<file path="src/rtl/pcipar_pkg.sv">
package pcipar_pkg;

    typedef enum logic [1:0] {
        XW_IDLE,
        XW_PENDING,
        XW_NARROW,
        XW_WIDE
    } xw_state_e;

    typedef enum logic [1:0] {
        PH_NONE,
        PH_ADDR,
        PH_DATA
    } phase_e;

endpackage

</file>
<file path="src/rtl/pcipar_width_fsm.sv">
module pcipar_width_fsm
    import pcipar_pkg::*;
#(
    parameter bit ENABLE_64 = 1'b1
) (
    input  logic clk,
    input  logic rst_n,
    input  logic addr_phase,
    input  logic frame_n,
    input  logic req64_n,
    input  logic devsel_n,
    input  logic ack64_n,
    input  logic irdy_n,
    output logic wide_now
);

    xw_state_e st_q;
    xw_state_e st_d;
    logic      bus_idle;

    assign bus_idle = frame_n && irdy_n;

    always_ff @(posedge clk) begin
        if (!rst_n) begin
            st_q <= XW_IDLE;
        end else begin
            st_q <= st_d;
        end
    end

    always_comb begin
        st_d = st_q;
        if (addr_phase) begin
            st_d = (req64_n || !ENABLE_64) ? XW_NARROW : XW_PENDING;
        end else begin
            unique case (st_q)
                XW_IDLE: st_d = XW_IDLE;
                XW_PENDING: begin
                    if (bus_idle) begin
                        st_d = XW_IDLE;
                    end else if (!devsel_n) begin
                        st_d = ack64_n ? XW_NARROW : XW_WIDE;
                    end
                end
                XW_NARROW, XW_WIDE: begin
                    if (bus_idle) begin
                        st_d = XW_IDLE;
                    end
                end
                default: st_d = XW_IDLE;
            endcase
        end
    end

    always_comb begin
        wide_now = 1'b0;
        if (ENABLE_64 && !addr_phase) begin
            unique case (st_q)
                XW_WIDE:    wide_now = 1'b1;
                XW_PENDING: wide_now = !devsel_n && !ack64_n;
                default:    wide_now = 1'b0;
            endcase
        end
    end


    narrow_on_req_chk: assert property (@(posedge clk) disable iff (!rst_n)
        addr_phase && req64_n |=> st_q == XW_NARROW);


    narrow_on_nack_chk: assert property (@(posedge clk) disable iff (!rst_n)
        st_q == XW_PENDING && !addr_phase && !devsel_n && ack64_n && !(frame_n && irdy_n)
        |=> st_q == XW_NARROW);

endmodule

</file>
<file path="src/rtl/pcipar_capture.sv">
module pcipar_capture
    import pcipar_pkg::*;
#(
    parameter int LANE_W  = 32,
    parameter int LANE_BE = 4
) (
    input  logic                   clk,
    input  logic                   rst_n,
    input  logic                   addr_phase,
    input  logic                   irdy_n,
    input  logic                   trdy_n,
    input  logic                   wide_now,
    input  logic [2*LANE_W-1:0]    ad,
    input  logic [2*LANE_BE-1:0]   cbe,
    output phase_e                 kind_q,
    output logic                   wide_q,
    output logic [2*LANE_W-1:0]    ad_q,
    output logic [2*LANE_BE-1:0]   cbe_q
);

    phase_e kind_d;

    always_comb begin
        if (addr_phase) begin
            kind_d = PH_ADDR;
        end else if (!irdy_n && !trdy_n) begin
            kind_d = PH_DATA;
        end else begin
            kind_d = PH_NONE;
        end
    end

    always_ff @(posedge clk) begin
        if (!rst_n) begin
            kind_q <= PH_NONE;
            wide_q <= 1'b0;
            ad_q   <= '0;
            cbe_q  <= '0;
        end else begin
            kind_q <= kind_d;
            wide_q <= wide_now && (kind_d == PH_DATA);
            ad_q   <= ad;
            cbe_q  <= cbe;
        end
    end


    data_needs_handshake_chk: assert property (@(posedge clk) disable iff (!rst_n)
        kind_q == PH_DATA |-> $past(!irdy_n) && $past(!trdy_n));

endmodule

</file>
<file path="src/rtl/pcipar_lane_check.sv">
module pcipar_lane_check #(
    parameter int LANE_W  = 32,
    parameter int LANE_BE = 4,
    parameter int LANES   = 2
) (
    input  logic [LANES*LANE_W-1:0]  ad,
    input  logic [LANES*LANE_BE-1:0] cbe,
    input  logic [LANES-1:0]         par,
    output logic [LANES-1:0]         lane_bad
);

    for (genvar li = 0; li < LANES; li++) begin : g_lane
        assign lane_bad[li] = ^{ad[li*LANE_W +: LANE_W], cbe[li*LANE_BE +: LANE_BE], par[li]};
    end

endmodule

</file>
<file path="src/rtl/pcipar_report.sv">
module pcipar_report
    import pcipar_pkg::*;
#(
    parameter int LANES = 2
) (
    input  logic             clk,
    input  logic             rst_n,
    input  phase_e           kind_q,
    input  logic             wide_q,
    input  logic [LANES-1:0] lane_bad,
    input  logic             perr_en,
    input  logic             serr_en,
    input  logic             status_clr,
    output logic             dperr_n,
    output logic             serr_oe,
    output logic             flag
);

    logic hi_bad;
    logic data_hit;
    logic addr_hit;

    if (LANES > 1) begin : g_hi
        assign hi_bad = lane_bad[LANES-1];
    end else begin : g_no_hi
        assign hi_bad = 1'b0;
    end

    assign data_hit = (kind_q == PH_DATA) && (lane_bad[0] || (wide_q && hi_bad));
    assign addr_hit = (kind_q == PH_ADDR) && lane_bad[0];

    always_ff @(posedge clk) begin
        if (!rst_n) begin
            dperr_n <= 1'b1;
            serr_oe <= 1'b0;
            flag    <= 1'b0;
        end else begin
            dperr_n <= !(data_hit && perr_en);
            serr_oe <= addr_hit && serr_en;
            if (data_hit || addr_hit) begin
                flag <= 1'b1;
            end else if (status_clr) begin
                flag <= 1'b0;
            end
        end
    end


    perr_gate_chk: assert property (@(posedge clk) disable iff (!rst_n)
        !dperr_n |-> $past(perr_en));


    serr_gate_chk: assert property (@(posedge clk) disable iff (!rst_n)
        serr_oe |-> $past(serr_en));


    single_source_chk: assert property (@(posedge clk) disable iff (!rst_n)
        $onehot0({!dperr_n, serr_oe}));


    flag_sticky_chk: assert property (@(posedge clk) disable iff (!rst_n)
        flag && !status_clr |=> flag);


    flag_set_chk: assert property (@(posedge clk) disable iff (!rst_n)
        !dperr_n || serr_oe |-> flag);

endmodule

</file>
<file path="src/rtl/pci_parity_guard.sv">
module pci_parity_guard
    import pcipar_pkg::*;
#(
    parameter int LANE_W    = 32,
    parameter int LANE_BE   = 4,
    parameter bit ENABLE_64 = 1'b1
) (
    input  logic                 clk,
    input  logic                 rst_n,
    input  logic                 addr_phase,
    input  logic                 frame_n,
    input  logic                 req64_n,
    input  logic                 devsel_n,
    input  logic                 ack64_n,
    input  logic                 irdy_n,
    input  logic                 trdy_n,
    input  logic [2*LANE_W-1:0]  ad,
    input  logic [2*LANE_BE-1:0] cbe,
    input  logic                 par_lo,
    input  logic                 par_hi,
    input  logic                 cmd_perr_resp,
    input  logic                 cmd_serr_en,
    input  logic                 status_clr,
    output logic                 dperr_n,
    output logic                 serr_oe,
    output logic                 parity_err_flag
);

    localparam int LANES = ENABLE_64 ? 2 : 1;

    logic                 wide_now;
    phase_e               kind_q;
    logic                 wide_q;
    logic [2*LANE_W-1:0]  ad_q;
    logic [2*LANE_BE-1:0] cbe_q;
    logic [1:0]           par_vec;
    logic [LANES-1:0]     lane_bad;

    assign par_vec = {par_hi, par_lo};

    pcipar_width_fsm #(
        .ENABLE_64 (ENABLE_64)
    ) u_width (
        .clk        (clk),
        .rst_n      (rst_n),
        .addr_phase (addr_phase),
        .frame_n    (frame_n),
        .req64_n    (req64_n),
        .devsel_n   (devsel_n),
        .ack64_n    (ack64_n),
        .irdy_n     (irdy_n),
        .wide_now   (wide_now)
    );

    pcipar_capture #(
        .LANE_W  (LANE_W),
        .LANE_BE (LANE_BE)
    ) u_capture (
        .clk        (clk),
        .rst_n      (rst_n),
        .addr_phase (addr_phase),
        .irdy_n     (irdy_n),
        .trdy_n     (trdy_n),
        .wide_now   (wide_now),
        .ad         (ad),
        .cbe        (cbe),
        .kind_q     (kind_q),
        .wide_q     (wide_q),
        .ad_q       (ad_q),
        .cbe_q      (cbe_q)
    );

    pcipar_lane_check #(
        .LANE_W  (LANE_W),
        .LANE_BE (LANE_BE),
        .LANES   (LANES)
    ) u_lanes (
        .ad       (ad_q[LANES*LANE_W-1:0]),
        .cbe      (cbe_q[LANES*LANE_BE-1:0]),
        .par      (par_vec[LANES-1:0]),
        .lane_bad (lane_bad)
    );

    pcipar_report #(
        .LANES (LANES)
    ) u_report (
        .clk        (clk),
        .rst_n      (rst_n),
        .kind_q     (kind_q),
        .wide_q     (wide_q),
        .lane_bad   (lane_bad),
        .perr_en    (cmd_perr_resp),
        .serr_en    (cmd_serr_en),
        .status_clr (status_clr),
        .dperr_n    (dperr_n),
        .serr_oe    (serr_oe),
        .flag       (parity_err_flag)
    );


    perr_delay_chk: assert property (@(posedge clk) disable iff (!rst_n)
        !dperr_n |-> $past(!irdy_n, 2) && $past(!trdy_n, 2));


    serr_delay_chk: assert property (@(posedge clk) disable iff (!rst_n)
        serr_oe |-> $past(addr_phase, 2));

endmodule

</file>
<file path="config.mk">
export PLATFORM = sky130hd
export DESIGN_NAME = pci_parity_guard
export DESIGN_NICKNAME = d
export VERILOG_FILES = /design/src/rtl/pcipar_pkg.sv /design/src/rtl/pcipar_width_fsm.sv /design/src/rtl/pcipar_capture.sv /design/src/rtl/pcipar_lane_check.sv /design/src/rtl/pcipar_report.sv /design/src/rtl/pci_parity_guard.sv
export SDC_FILE = /design/constraint.sdc
export NUM_CORES = 1
export LEC_CHECK = 0
export BUFFER_PORTS_ARGS = -buffer_cell sky130_fd_sc_hd__buf_4
export CORE_MARGIN = 2
export CORE_UTILIZATION = 50
export DETAILED_ROUTE_END_ITERATION = 8
export GPL_ROUTABILITY_DRIVEN = 0
export PLACE_DENSITY = 0.76
export SLEW_MARGIN = 20
export SYNTH_ARGS = -nofsm -noshare
export SYNTH_HDL_FRONTEND = slang
export SYNTH_SLANG_ARGS = --single-unit
</file>
<file path="constraint.sdc">
create_clock -name clk -period 2.5 [get_ports clk]
set_input_delay 0.25 -clock clk [delete_from_list [all_inputs] [get_ports clk]]
set_output_delay 0.25 -clock clk [all_outputs]
set_load 0.02 [all_outputs]
</file>
==> results of run 1 <==
-- stage by stage --
stage	instance area, um^2	cells	hold WS, ns	setup slack [ns]	utilization, %
2_1_floorplan	2910	252	0.322	0.591	-
3_3_place_gp	3640	405	0.450	0.484	65.3
3_5_place_dp	3640	405	0.454	0.424	65.3
4_1_cts	3850	421	0.0876	0.450	69.0
5_1_grt	3850	421	0.0797	0.313	69.0
6_report	3850	421	0.101	0.467	69.0
-- final cells by class --
type / count / share of cell area, %
Inverter: 1 / 0.0976
Tap cell: 72 / 2.34
Sequential cell: 80 / 41.6
Clock buffer: 10 / 3.58
Clock inverter: 6 / 1.79
Timing Repair Buffer: 89 / 17.4
Multi-Input combinational cell: 163 / 33.2
-- report_power, final --
part / switching [uW] / internal [uW] / leakage, uW
sequential: 31.5 / 1350 / 0.000666
clock: 451 / 489 / 0.0000907
combinational: 200 / 354 / 0.000935
total: 683 / 2190 / 0.00169
-- synth_stat cells, drive strengths merged (2+ instances only) --
master and count:
clkbuf 8, nor2b 2, xnor3 5, and2 74, mux2i 2, dfxtp 80, nand2 3, xnor2 52
nor3b 2, and3b 2, xor2 9
-- cell families (layout without fill, tap and decap cells) --
family,count (synthesis),in the layout
AOI/OAI and AO/OA,7,7
xor gates and xnor gates,66,66
buffers and inverters,9,106
DFF,80,80
muxes,2,2
and+or+nand+nor,88,88
-- flip-flops by register name, indices dropped and copies added, names as in the netlist --
register and count:
u_capture.ad_q 64, u_capture.cbe_q 8, u_capture.kind_q 2, u_width.st_q 2, u_capture.wide_q 1, u_report.dperr_n 1
u_report.flag 1, u_report.serr_oe 1
-- layer usage --
metal	GRT usage, %	vias to the layer above
li1	-	966
met1	17.8	818
met2	28.6	63
met3	5.17	11
met4	9.66	0
met5	0	-
-- worst min path at each step --
stage / start / end / slack (ns) / depth (start not counted)
global placement: cmd_perr_resp / u_report.dperr_n / 0.45 / 2
CTS: cmd_perr_resp / u_report.dperr_n / 0.09 / 2
global route: cmd_perr_resp / u_report.dperr_n / 0.08 / 2
detailed placement: cmd_perr_resp / u_report.dperr_n / 0.45 / 2
finish: cmd_perr_resp / u_report.dperr_n / 0.10 / 2
floorplan: cmd_perr_resp / u_report.dperr_n / 0.32 / 1
==> impl_metrics.json, run 1 <==
{
  "antenna_cells": 0,
  "clock.fmax_mhz": 492,
  "drive_above_1_share_pct": 30.4,
  "antenna_found_initial": 0,
  "yosys.area_share.simple_pct": 18.9,
  "timing.critical_path.buf_inv": 0,
  "cp-startpoint": "u_capture.cbe_q[2]",
  "fin_skew_ns": 0.00469,
  "die_x_um": 80.3,
  "yosys.area.top_type_share_pct": 55.0,
  "async_reset_ff_share_pct": 0,
  "synthTopCellsByArea": "dfxtp_1 55%, and2_1 16%, xnor2_1 15%",
  "insertion_delay_ns": 0.34,
  "r2r-start": "u_capture.cbe_q[2]",
  "rsz0062_at_grt": "no",
  "root_buffer": "clkbuf_8",
  "post-route-drc-count": 0,
  "drt-initial-drc-count": 36,
  "yosys.area_share.xor_xnor_pct": 22.5,
  "avgSynthCellArea_um2": 11.6,
  "synth-compound-area-share_pct": 1.80,
  "synth_largest_area_cell": "dfxtp_1",
  "cts_sinks": 80,
  "syn_area_um2": 2910,
  "area_growth_pct": 32.1,
  "drv_cap": 0,
  "synth_edf_count": 0,
  "core_area_um2": 5570,
  "cts_tree": "yes",
  "drtPass1Iterations": 4,
  "rows": 27,
  "synth-seq-cells": 80,
  "status": "completed",
  "drt-met1-wl_mm": 2.02,
  "highest_layer": "met4",
  "critPathKind": "reg2reg",
  "worst-slew-pin-transition_ns": 0.548,
  "r2r_slack_ns": 0.47,
  "cp_slowest_cell": "xnor3_1",
  "power_density_nw_per_um2": 747,
  "layout_commonest_cell": "buf_4",
  "endpoint": "u_report.flag",
  "detail-route-antenna-nets": 0,
  "power_uw": 2870,
  "synth_top_family_by_area": "XOR/XNOR gates",
  "startpoint_type": "flip-flop",
  "relSlewSlack_pct": 63.0,
  "wl_met3_um": 295,
  "dp_hpwl_mm": 3.63,
  "path_cells": "xor2_1, xnor2_1, xnor2_2, xnor3_1, mux2i_1, o211ai_1, o31a_1",
  "hold_viol_final": 0,
  "critPathRequiredTime_ns": 2.73,
  "grt_pass1_wl_mm": 7.95,
  "ios": 89,
  "multi_input_area_um2": 1280,
  "cp_max_fo": 2,
  "syn-instance-count": 252,
  "via_per_inst": 4.41,
  "critPathMaxStageDelay_ns": 0.38,
  "synth.net_count": 338,
  "finalSetupViolCount": 0,
  "post_cts_buffers": 0,
  "fillers": 431,
  "grt-ovfl-total": 0,
  "synthFlopType": "dfxtp_1",
  "start_util_pct": 52.3,
  "dieArea_um2": 6450,
  "die_y_um": 80.3,
  "period_share_pct": 81.3,
  "layout_common_cells": "89 x buf_4, 80 x dfxtp_1, 74 x and2_1",
  "htree_num_levels": 3,
  "critical_path_arrival_ns": 2.27,
  "path_clk_slew_ns": 0.08,
  "rr_endpoint": "u_report.flag",
  "grt_start_max_net_pins": 79,
  "drt_wl_total_mm": 4.81,
  "finalSetupTns_ns": 0,
  "min_period_ns": 2.03,
  "crit_family": "XOR/XNOR gates",
  "grt_pass1_vias": 1919,
  "routedWlPerCell_um": 11.4,
  "num_vias": 1858,
  "num-nets-final": 430,
  "cts_buffers": 9,
  "synthAdderAreaFrac_pct": 0,
  "worstRegToRegCells": 7,
  "hold_path_class": "in2reg",
  "muxShareOfSynthArea_pct": 0.687,
  "ctsResizeCount": 0,
  "regArea_um2": 1600,
  "ys_warn_count": 0,
  "grt_util_all_layers_pct": 16.6,
  "cts_buffer_depth": 2,
  "p_leak_uw": 0.00169,
  "crit_path_end_kind": "flip-flop",
  "synth_seq_area_share_pct": 55.0,
  "yosysUniqueCellTypes": 25,
  "finalMaxSlewViolations": 0,
  "portBuffers": 88,
  "vdd_drop_max_v": 0.000411,
  "cp_num_cells": 7,
  "cts-hold-fix-buffers": 0,
  "met2_length_mm": 2.38
}
Power figures use the tool's default switching activity.
==> inputs of run 2 (changes only) <==
--- a/config.mk
+++ b/config.mk
@@ -7,10 +7,10 @@
 export LEC_CHECK = 0
 export BUFFER_PORTS_ARGS = -buffer_cell sky130_fd_sc_hd__buf_4
 export CORE_MARGIN = 2
-export CORE_UTILIZATION = 50
+export CORE_UTILIZATION = 45
 export DETAILED_ROUTE_END_ITERATION = 8
 export GPL_ROUTABILITY_DRIVEN = 0
-export PLACE_DENSITY = 0.76
+export PLACE_DENSITY = 0.72
 export SLEW_MARGIN = 20
 export SYNTH_ARGS = -nofsm -noshare
 export SYNTH_HDL_FRONTEND = slang
==> constraint.sdc (replaced) <==
create_clock -name clk -period 1.8 [get_ports clk]
set_input_delay 0.18 -clock clk [delete_from_list [all_inputs] [get_ports clk]]
set_output_delay 0.18 -clock clk [all_outputs]
set_load 0.02 [all_outputs]
==> run 2 against run 1 <==
  * The run now ends with negative setup slack left
  * Highest routed layer unchanged
  * Critical path type unchanged
  * Via count is 0.54% higher
  * Global-route usage fell by 2.8 points
  * Final cell count rose by 1.7%
  * Final area up 3.0%
  * Register-to-register slack worse by 0.63 ns
==> impl_metrics.json, run 2 (same netlist as run 1, synthesis figures left out) <==
{
  "critPathKind": "reg2reg",
  "dieArea_um2": 7130,
  "power_density_nw_per_um2": 1100,
  "critPathRequiredTime_ns": 2.02,
  "drt-initial-drc-count": 26,
  "hold_start": "cmd_perr_resp",
  "grt-ovfl-total": 0,
  "num_vias": 1868,
  "largest_reg_flops": 64,
  "critical_path_arrival_ns": 2.19,
  "worst-slew-pin-transition_ns": 0.533,
  "rows": 29,
  "portBuffers": 88,
  "layout_common_cells": "91 x buf_4, 79 x dfxtp_1, 74 x and2_1",
  "drt-met1-wl_mm": 2.13,
  "hold_viol_final": 0,
  "cts_buffer_depth": 2,
  "grt_pass1_wl_mm": 7.78,
  "highest_layer": "met4",
  "min_period_ns": 1.96,
  "antenna_cells": 0,
  "whs_ns": 0.0246,
  "die_y_um": 84.5,
  "period_share_pct": 109,
  "fin_util_pct": 62.7,
  "insertion_delay_ns": 0.33,
  "ios": 89,
  "largestRegisters": "u_capture.ad_q x64, u_capture.cbe_q x8",
  "hold_path_class": "in2reg",
  "hold-path-cell-count": 2,
  "min_to": "u_report.dperr_n",
  "area_growth_pct": 36.0,
  "routedWlPerCell_um": 10.9,
  "start_util_pct": 46.1,
  "htree_num_levels": 3,
  "layout_commonest_cell": "buf_4",
  "finalMaxSlewViolations": 0,
  "met2_length_mm": 2.12,
  "rr_endpoint": "u_report.flag",
  "post-route-drc-count": 0,
  "detail-route-antenna-nets": 0,
  "violations": "negative setup slack",
  "power_uw": 4380,
  "grt_start_max_net_pins": 79,
  "startpoint_type": "flip-flop",
  "drt_wl_total_mm": 4.64,
  "path_clk_slew_ns": 0.08,
  "p_leak_uw": 0.00176,
  "die_x_um": 84.5,
  "via_per_inst": 4.36,
  "grt_util_all_layers_pct": 13.8,
  "rsz0062_at_grt": "yes",
  "worstRegToRegCells": 7,
  "drv_cap": 0,
  "fin_skew_ns": 0.00497,
  "num-nets-final": 432,
  "antenna_found_initial": 0,
  "cts_buffers": 9,
  "clock.fmax_mhz": 509,
  "finalSetupViolCount": 3,
  "dp_hpwl_mm": 3.37,
  "drive_above_1_share_pct": 33.0,
  "relSlewSlack_pct": 64.5,
  "core_area_um2": 6310,
  "vdd_drop_max_v": 0.000630,
  "cp-startpoint": "u_capture.ad_q[13]",
  "status": "finished with violations",
  "cts_tree": "yes",
  "drtPass1Iterations": 5,
  "root_buffer": "clkbuf_8",
  "crit_path_end_kind": "flip-flop",
  "r2r_slack_ns": -0.16,
  "layout_setup_ws_ns": -0.163,
  "grt_pass1_vias": 1842,
  "wl_met3_um": 292,
  "cts_sinks": 80,
  "r2r-start": "u_capture.ad_q[13]",
  "top_register": "u_capture.ad_q",
  "cp_max_fo": 3
}
-- run 2: worst max-delay path by stage --
stage	end	cells after the start
6_report	u_report.flag	7
5_1_grt	u_report.dperr_n	8
4_1_cts	u_report.flag	7
3_5_place_dp	u_report.flag	7
3_3_place_gp	u_report.flag	7
2_1_floorplan	u_report.flag	7
-- run 2: timing repair --
action	CTS	global route
endpoints found under the hold margin	0	0
endpoints found under the setup margin	3	3
hold buffers	0	0
buffers inserted	2	0
pin swaps	4	1
gates resized for setup	2	6
-- run 2: layout make-up --
type | count | area (um^2)
sequential | 80 | 1600
clock buffer | 11 | 151
fill | 539 | 2350
multi-input combinational | 163 | 1320
inverter | 1 | 3.75
clock inverter | 5 | 103
tap | 77 | 96.3
timing repair buffer | 91 | 683
-- run 2: routing by layer --
layer | vias up | track usage (%)
li1 | 969 | -
met3 | 10 | 3.34
met5 | - | 0
met1 | 822 | 17.9
met4 | 0 | 7.79
met2 | 67 | 21.3
-- run 2: report_power, final --
group / switching, uW / internal, uW / leakage [uW]
Sequential: 42.8 / 1870 / 0.000666
Combinational: 312 / 561 / 0.000972
Clock: 595 / 995 / 0.000126
Total: 950 / 3430 / 0.00176
-- run 2: critical path, cell delays in order, from the launching register on --
cell     delay [ns]
dfxtp_2        0.32
xnor3_1        0.38
xnor3_1        0.21
xnor3_1        0.26
buf_4          0.16
xnor2_2        0.18
nor3b_2        0.08
o31a_1         0.27
-- run 2: metrics by stage --
| stage | cells | setup slack, ns | TNS (ns) | instance area (um^2) |
|---|---|---|---|---|
| after floorplan | 252 | -0.0715 | -0.0715 | 2910 |
| after global placement | 410 | -0.146 | -0.256 | 3650 |
| after detailed placement | 410 | -0.194 | -0.347 | 3650 |
| after CTS | 428 | -0.153 | -0.381 | 3930 |
| after global routing | 428 | -0.242 | -0.658 | 3960 |
| final | 428 | -0.163 | -0.386 | 3960 |
